--- config.mk ---
export PLATFORM = sky130hd
export DESIGN_NAME = tick_match_wdog
export DESIGN_NICKNAME = d
export VERILOG_FILES = /design/src/rtl/tmw_pkg.sv /design/src/rtl/tmw_counter.sv /design/src/rtl/tmw_match_bank.sv /design/src/rtl/tmw_wdog.sv /design/src/rtl/tick_match_wdog.sv
export SDC_FILE = /design/constraint.sdc
export NUM_CORES = 1
export LEC_CHECK = 0
export ABC_AREA = 1
export BUFFER_PORTS_ARGS = -buffer_cell sky130_fd_sc_hd__buf_2
export CAP_MARGIN = 40
export CORE_MARGIN = 1.5
export CORE_UTILIZATION = 40
export CTS_BUF_LIST = sky130_fd_sc_hd__clkbuf_8
export DETAILED_ROUTE_END_ITERATION = 6
export GPL_TIMING_DRIVEN = 0
export PLACE_DENSITY = 0.53
export SLEW_MARGIN = 20
export SYNTH_ARGS = -nofsm -noshare
export SYNTH_HDL_FRONTEND = slang
export SYNTH_SLANG_ARGS = --single-unit
--- constraint.sdc ---
create_clock -name clk -period 2.25 [get_ports clk]
set_clock_uncertainty 0.05 [all_clocks]
set_input_delay 0.225 -clock clk [delete_from_list [all_inputs] [get_ports clk]]
set_output_delay 0.225 -clock clk [all_outputs]
set_load 0.01 [all_outputs]
--- src/rtl/tmw_pkg.sv ---
package tmw_pkg;
    localparam int unsigned NUM_CH_DEF   = 6;
    localparam int unsigned WD_CH_DEF    = 5;
    localparam int unsigned DATA_W       = 32;
    localparam int unsigned CNT_W_DEF    = 64;
    localparam int unsigned ADDR_W       = 8;
    localparam int unsigned RST_LEN_DEF  = 16;

    localparam logic [ADDR_W-1:0] OFS_CNT_LO   = 8'h00;
    localparam logic [ADDR_W-1:0] OFS_CNT_HI   = 8'h04;
    localparam logic [ADDR_W-1:0] OFS_CMP_BASE = 8'h08;
    localparam logic [ADDR_W-1:0] OFS_MASK     = 8'h24;
    localparam logic [ADDR_W-1:0] OFS_ARM      = 8'h28;
    localparam logic [ADDR_W-1:0] OFS_SNAP_CMD = 8'h30;
    localparam logic [ADDR_W-1:0] OFS_SNAP_VAL = 8'h34;
endpackage

--- src/rtl/tmw_counter.sv ---
module tmw_counter #(
    parameter int unsigned CNT_W = 64,
    parameter int unsigned DW    = 32
) (
    input  logic             clk,
    input  logic             rst_n,
    input  logic             tick,
    input  logic             ld_lo,
    input  logic             ld_hi,
    input  logic             snap,
    input  logic [DW-1:0]    wdata,
    output logic [CNT_W-1:0] cnt,
    output logic [DW-1:0]    snap_val
);
    localparam int unsigned HW = CNT_W - DW;

    typedef struct packed {
        logic [CNT_W-1:0] cnt;
        logic [DW-1:0]    snap;
    } cnt_st_t;

    cnt_st_t st_d, st_q;

    always_comb begin
        st_d = st_q;
        if (ld_lo)      st_d.cnt = {st_q.cnt[CNT_W-1:DW], wdata};
        else if (ld_hi) st_d.cnt = {wdata[HW-1:0], st_q.cnt[DW-1:0]};
        else if (tick)  st_d.cnt = st_q.cnt + CNT_W'(1);
        if (snap)       st_d.snap = st_q.cnt[DW-1:0];
    end

    always_ff @(posedge clk) begin
        if (!rst_n) st_q <= '0;
        else        st_q <= st_d;
    end

    assign cnt      = st_q.cnt;
    assign snap_val = st_q.snap;
endmodule

--- src/rtl/tmw_match_bank.sv ---
module tmw_match_bank #(
    parameter int unsigned NCH = 6,
    parameter int unsigned DW  = 32
) (
    input  logic              clk,
    input  logic              rst_n,
    input  logic              tick,
    input  logic [DW-1:0]     cnt_lo,
    input  logic [NCH-1:0]    wr_cmp,
    input  logic              wr_mask,
    input  logic [DW-1:0]     wdata,
    output logic [NCH*DW-1:0] cmp_flat,
    output logic [NCH-1:0]    mask,
    output logic [NCH-1:0]    flag,
    output logic [NCH-1:0]    hit
);
    typedef struct packed {
        logic [NCH-1:0][DW-1:0] cmp;
        logic [NCH-1:0]         mask;
        logic [NCH-1:0]         flag;
    } bank_st_t;

    bank_st_t st_d, st_q;

    for (genvar g = 0; g < NCH; g++) begin : g_cmp
        assign hit[g] = tick && (cnt_lo == st_q.cmp[g]);
        assign cmp_flat[g*DW +: DW] = st_q.cmp[g];
    end

    always_comb begin
        st_d = st_q;
        for (int n = 0; n < NCH; n++) begin
            if (wr_cmp[n]) st_d.cmp[n] = wdata;
        end
        if (wr_mask) st_d.mask = wdata[NCH-1:0];
        // a hit in the same cycle as a rewrite wins, so no event is lost
        st_d.flag = (st_q.flag & ~wr_cmp) | hit;
    end

    always_ff @(posedge clk) begin
        if (!rst_n) st_q <= '0;
        else        st_q <= st_d;
    end

    assign mask = st_q.mask;
    assign flag = st_q.flag;
endmodule

--- src/rtl/tmw_wdog.sv ---
module tmw_wdog #(
    parameter int unsigned LEN = 16
) (
    input  logic clk,
    input  logic rst_n,
    input  logic wr_arm,
    input  logic arm_bit,
    input  logic wd_hit,
    input  logic wd_mask,
    output logic armed,
    output logic arm_reg,
    output logic rst_req
);
    localparam int unsigned LW = $clog2(LEN + 1);

    typedef struct packed {
        logic          arm;
        logic [LW-1:0] left;
    } wd_st_t;

    wd_st_t st_d, st_q;

    assign armed = st_q.arm && wd_mask;

    always_comb begin
        st_d = st_q;
        if (wr_arm) st_d.arm = arm_bit;
        if (!armed)                st_d.left = '0;
        else if (wd_hit)           st_d.left = LW'(LEN);
        else if (st_q.left != '0)  st_d.left = st_q.left - LW'(1);
    end

    always_ff @(posedge clk) begin
        if (!rst_n) st_q <= '0;
        else        st_q <= st_d;
    end

    assign arm_reg = st_q.arm;
    assign rst_req = (st_q.left != '0) && armed;
endmodule

--- src/rtl/tick_match_wdog.sv ---
module tick_match_wdog #(
    parameter int unsigned NUM_CH  = tmw_pkg::NUM_CH_DEF,
    parameter int unsigned WD_CH   = tmw_pkg::WD_CH_DEF,
    parameter int unsigned CNT_W   = tmw_pkg::CNT_W_DEF,
    parameter int unsigned RST_LEN = tmw_pkg::RST_LEN_DEF
) (
    input  logic                        clk,
    input  logic                        rst_n,
    input  logic                        tick_en,
    input  logic                        bus_wr,
    input  logic [tmw_pkg::ADDR_W-1:0]  bus_addr,
    input  logic [tmw_pkg::DATA_W-1:0]  bus_wdata,
    output logic [tmw_pkg::DATA_W-1:0]  bus_rdata,
    output logic [NUM_CH-1:0]           irq,
    output logic                        sys_rst_req
);
    import tmw_pkg::*;
    localparam int unsigned DW = DATA_W;
    localparam int unsigned AW = ADDR_W;

    logic [CNT_W-1:0]     cnt_q;
    logic [DW-1:0]        snap_q;
    logic [NUM_CH*DW-1:0] cmp_flat;
    logic [NUM_CH-1:0]    mask, flag, hit, wr_cmp;
    logic                 ld_lo, ld_hi, ld_any, snap_wr, wr_mask, wr_arm;
    logic                 armed, arm_reg;

    assign ld_lo   = bus_wr && (bus_addr == OFS_CNT_LO);
    assign ld_hi   = bus_wr && (bus_addr == OFS_CNT_HI);
    assign ld_any  = ld_lo || ld_hi;
    assign snap_wr = bus_wr && (bus_addr == OFS_SNAP_CMD) && bus_wdata[0];
    assign wr_mask = bus_wr && (bus_addr == OFS_MASK);
    assign wr_arm  = bus_wr && (bus_addr == OFS_ARM);

    for (genvar g = 0; g < NUM_CH; g++) begin : g_dec
        assign wr_cmp[g] = bus_wr && (bus_addr == AW'(OFS_CMP_BASE + 4 * g));
    end

    tmw_counter #(.CNT_W(CNT_W), .DW(DW)) u_cnt (
        .clk(clk), .rst_n(rst_n), .tick(tick_en), .ld_lo(ld_lo), .ld_hi(ld_hi),
        .snap(snap_wr), .wdata(bus_wdata), .cnt(cnt_q), .snap_val(snap_q)
    );

    tmw_match_bank #(.NCH(NUM_CH), .DW(DW)) u_bank (
        .clk(clk), .rst_n(rst_n), .tick(tick_en), .cnt_lo(cnt_q[DW-1:0]),
        .wr_cmp(wr_cmp), .wr_mask(wr_mask), .wdata(bus_wdata),
        .cmp_flat(cmp_flat), .mask(mask), .flag(flag), .hit(hit)
    );

    tmw_wdog #(.LEN(RST_LEN)) u_wd (
        .clk(clk), .rst_n(rst_n), .wr_arm(wr_arm), .arm_bit(bus_wdata[0]),
        .wd_hit(hit[WD_CH]), .wd_mask(mask[WD_CH]), .armed(armed),
        .arm_reg(arm_reg), .rst_req(sys_rst_req)
    );

    assign irq = flag & mask;

    always_comb begin
        bus_rdata = '0;
        if (bus_addr == OFS_CNT_LO)        bus_rdata = cnt_q[DW-1:0];
        else if (bus_addr == OFS_CNT_HI)   bus_rdata = DW'(cnt_q[CNT_W-1:DW]);
        else if (bus_addr == OFS_MASK)     bus_rdata = DW'(mask);
        else if (bus_addr == OFS_ARM)      bus_rdata = DW'(arm_reg);
        else if (bus_addr == OFS_SNAP_VAL) bus_rdata = snap_q;
        for (int n = 0; n < NUM_CH; n++) begin
            if (bus_addr == AW'(OFS_CMP_BASE + 4 * n)) bus_rdata = cmp_flat[n*DW +: DW];
        end
    end
endmodule

==> run_results.csv <==
group,metric,value,unit
global_route,overflow,0,
floorplan,fp-row-count,78,
cts,htreeDepth,2,
setup_path,rrSetupSlack,-0.06,ns
setup_path,end_kind,"primary output",
cts,clock-root-buffer,"clkbuf_8",
drt,wl_per_cell,27.91,um
status,status,"finished with violations",
placed_design,pre_cts_ws,-0.8577,ns
setup_path,start_kind,"flip-flop",
logic_synthesis,synth_nets,3051,
placed_design,io_buffers,75,
floorplan,die_area,46870,um2
cts,cts_buffers,59,
logic_synthesis,synth_edf_count,0,
sta,maxClockFrequency,0.4286,GHz
pwr,power.leakage,9.473,nW
logic_synthesis,synth.yosys.seq_area_share,0.3360,
sta,hold_viol,0,
drt,wl,109400,um
logic_synthesis,syn_inst,3004,
worst_hold_path,hold_start,"bus_addr[7]",
floorplan,fp.dieW,216.5,um
sta,slew_viol_final,0,
logic_synthesis,synth-async-reset-ratio,0,
global_route,grt_first_pass_wirelength,151700,um
sta,rsz0062_at_grt,"yes",
setup_path,worstReg2RegStart,"u_cnt.cnt[18]",
cts,cts_tree,"yes",
floorplan,start_util,0.4035,
worst_hold_path,min_path_type,"in -> reg",
sta,tightest_slew,0.9187,ns
sta,period_minus_slack,2.333,ns
setup_path,crit_type,"reg -> out",
status,violations,"DRC, setup timing",
drt,first_pass_iters,7,
cells_and_area,drive_gt1_frac,0.1971,
cts,worstSkewPairLatency,0.70,ns
placed_design,gp_congestion,1.028,
logic_synthesis,synth_warnings,0,
cts,cts.clk_slew.worst_paths,0.06,ns
cells_and_area,syn2layout_area_growth,27.20,%
global_route,antenna_found_initial,2,
floorplan,core_area,45190,um2
placed_design,placedCellCount,3683,
job,max_cap_violations,0,
sta,finalSetupViolCount,15,
floorplan,die_y,216.5,um
cells_and_area,nNetsFinal,3324,
sta,slew_headroom,0.3875,
global_route,grt_pass1_vias,22008,
drt,first_iter_violations,3121,
pwr,peakVddDrop,0.4190,mV
global_route,grt_use_total,0.4536,
logic_synthesis,synthDistinctLibCells,39,
drt,routed_via_density,5.943,
cts,numClockSinks,306,
pwr,p_per_area,545.7,nW/um2
logic_synthesis,syn_area,18230,um2
floorplan,pin_count,83,
pwr,power,12.66,mW
sta,period_share,1.037,
setup_path,critPathArrivalTime,2.06,ns
global_route,grt_max_degree,15,
cells_and_area,largest_reg_flops,192,
drt,vias,23292,
logic_synthesis,ys_ff_latch,306,
sta,setup_slack,-0.08303,ns
setup_path,required,1.98,ns
drt,drcViolationCount,6,
setup_path,crit_start,"u_cnt.cnt[14]",
placed_design,dpl.hpwl,83590,um
setup_path,cp_max_fo,3,
cells_and_area,stdcell_count,3919,
logic_synthesis,syn-mean-instance-area,6.070,um2
logic_synthesis,ys.flop_type,"dfxtp_1",
cts,clock_path_buffers,3,
drt,final_antenna_net_count,0,
[through the flow]
step,hold slack (ns),instance area [um2],utilization,TNS [ns]
6_report,0.04181,23190,0.5133,-0.3300
5_1_grt,0.06795,23190,0.5132,-0.3774
4_1_cts,0.02346,22260,0.4925,-0.6013
3_5_place_dp,0.4080,19400,0.4294,-64.21
3_3_place_gp,0.4071,19360,0.4284,-63.55
2_1_floorplan,0.3099,18230,-,0
[cell usage after synthesis, types with 4 or more instances]
library cell / n / area (um2)
o211ai_1: 10 / 75.07
buf_1: 10 / 37.54
xnor2_1: 26 / 227.7
nand4_1: 103 / 644.4
buf_2: 35 / 175.2
o21ai_0: 265 / 1326
nor3_1: 27 / 135.1
buf_4: 4 / 30.03
clkbuf_1: 122 / 457.9
or2_2: 9 / 56.30
a21oi_1: 296 / 1481
xor2_1: 36 / 315.3
and2_1: 4 / 25.02
o22ai_1: 47 / 294.0
dfxtp_1: 306 / 6126
o221ai_1: 4 / 35.03
nand2_1: 780 / 2928
inv_1: 273 / 1025
a31oi_1: 4 / 25.02
inv_2: 4 / 15.01
clkinv_1: 9 / 33.78
o2111ai_1: 5 / 43.79
nor2_1: 422 / 1584
nand3_1: 175 / 875.8
[critical path, cell delays in order (launching register included)]
cell and delay [ns]:
dfxtp_4 0.38, clkinvlp_4 0.13, nor2_2 0.06, nor2_2 0.11, nand4_1 0.21, nor2_2 0.19
nand3_1 0.12, buf_2 0.16
[routing by layer]
| layer | part of all wire | global-route usage | wire length [um] | vias to the layer above |
|---|---|---|---|---|
| met2 | 0.44 | 0.7199 | 48280 | 1555 |
| met5 | 0 | 0 | 0 | - |
| met4 | 0.097 | 0.3743 | 10570 | 0 |
| met3 | 0.11 | 0.09544 | 11550 | 457 |
| li1 | - | - | - | 10367 |
| met1 | 0.36 | 0.5264 | 38980 | 10913 |
[power breakdown]
group	total (mW)	internal, mW	switching (mW)
logic	1.36	0.401	0.959
registers	5.49	5.44	0.0506
clock network	5.81	3.08	2.73
total	12.7	8.92	3.74
[cell families (layout without fill, tap and decap cells)]
logic type | after synthesis | in the layout | share of synthesized area
AO/OA/AOI/OAI | 635 | 635 | 0.1820
XOR/XNOR | 62 | 62 | 0.02978
adder cells (fa/ha/maj) | 3 | 3 | 0.002059
buffers and inverters | 458 | 772 | 0.09792
flip-flops | 306 | 306 | 0.3360
multiplexers | 1 | 1 | 0.0005490
other | 0 | 1 | 0
AND/OR/NAND/NOR | 1539 | 1539 | 0.3517
[final cells by class]
class / instances / area (um2)
Timing Repair Buffer: 221 / 1657
Timing Repair inverter: 1 / 5.005
Tap cell: 600 / 750.7
Multi-Input combinational cell: 2240 / 11240
Sequential cell: 306 / 6238
Buffer: 162 / 985.9
Inverter: 286 / 1151
Clock inverter: 30 / 173.9
Antenna cell: 1 / 2.502
Fill cell: 4800 / 21990
Clock buffer: 72 / 991.0
[timing repair]
item,4_1_cts,5_1_grt
pin swaps,82,101
buffers inserted,62,44
resized for setup,316,207
hold endpoints to repair,172,2
setup endpoints to repair,91,75
hold buffers,31,2
gates cloned,1,0
[cells in the final DEF (no fill, tap or decap), types with 10 or more instances in the layout]
cell           count
buf_4            110
xor2_1            36
clkbuf_8          78
dlygate4sd3_1     33
buf_6             24
inv_1            268
dfxtp_2           39
a21oi_1          276
nand2_2           51
dfxtp_4           17
clkbuf_1          81
o21ai_0          260
nor2_2            58
nand3_1          147
o211ai_1          10
nand2_1          724
dfxtp_1          250
inv_2             15
buf_2             87
clkbuf_2          11
xnor2_1           25
nand4_1          103
a21oi_2           13
nor2_4            33
nand3_2           26
nor3_1            23
o22ai_1           47
nor2_1           336
clkinv_2          10
clkbuf_4          10
clkinvlp_4        13
[worst paths after layout]
path / cells after the start / endpoint
max: 7 / bus_rdata[14]
max reg2reg: 10 / u_bank.flag[2]
min: 6 / u_cnt.snap_val[0]
min reg2reg: 2 / u_bank.flag[4]
Power figures use the tool's default switching activity.
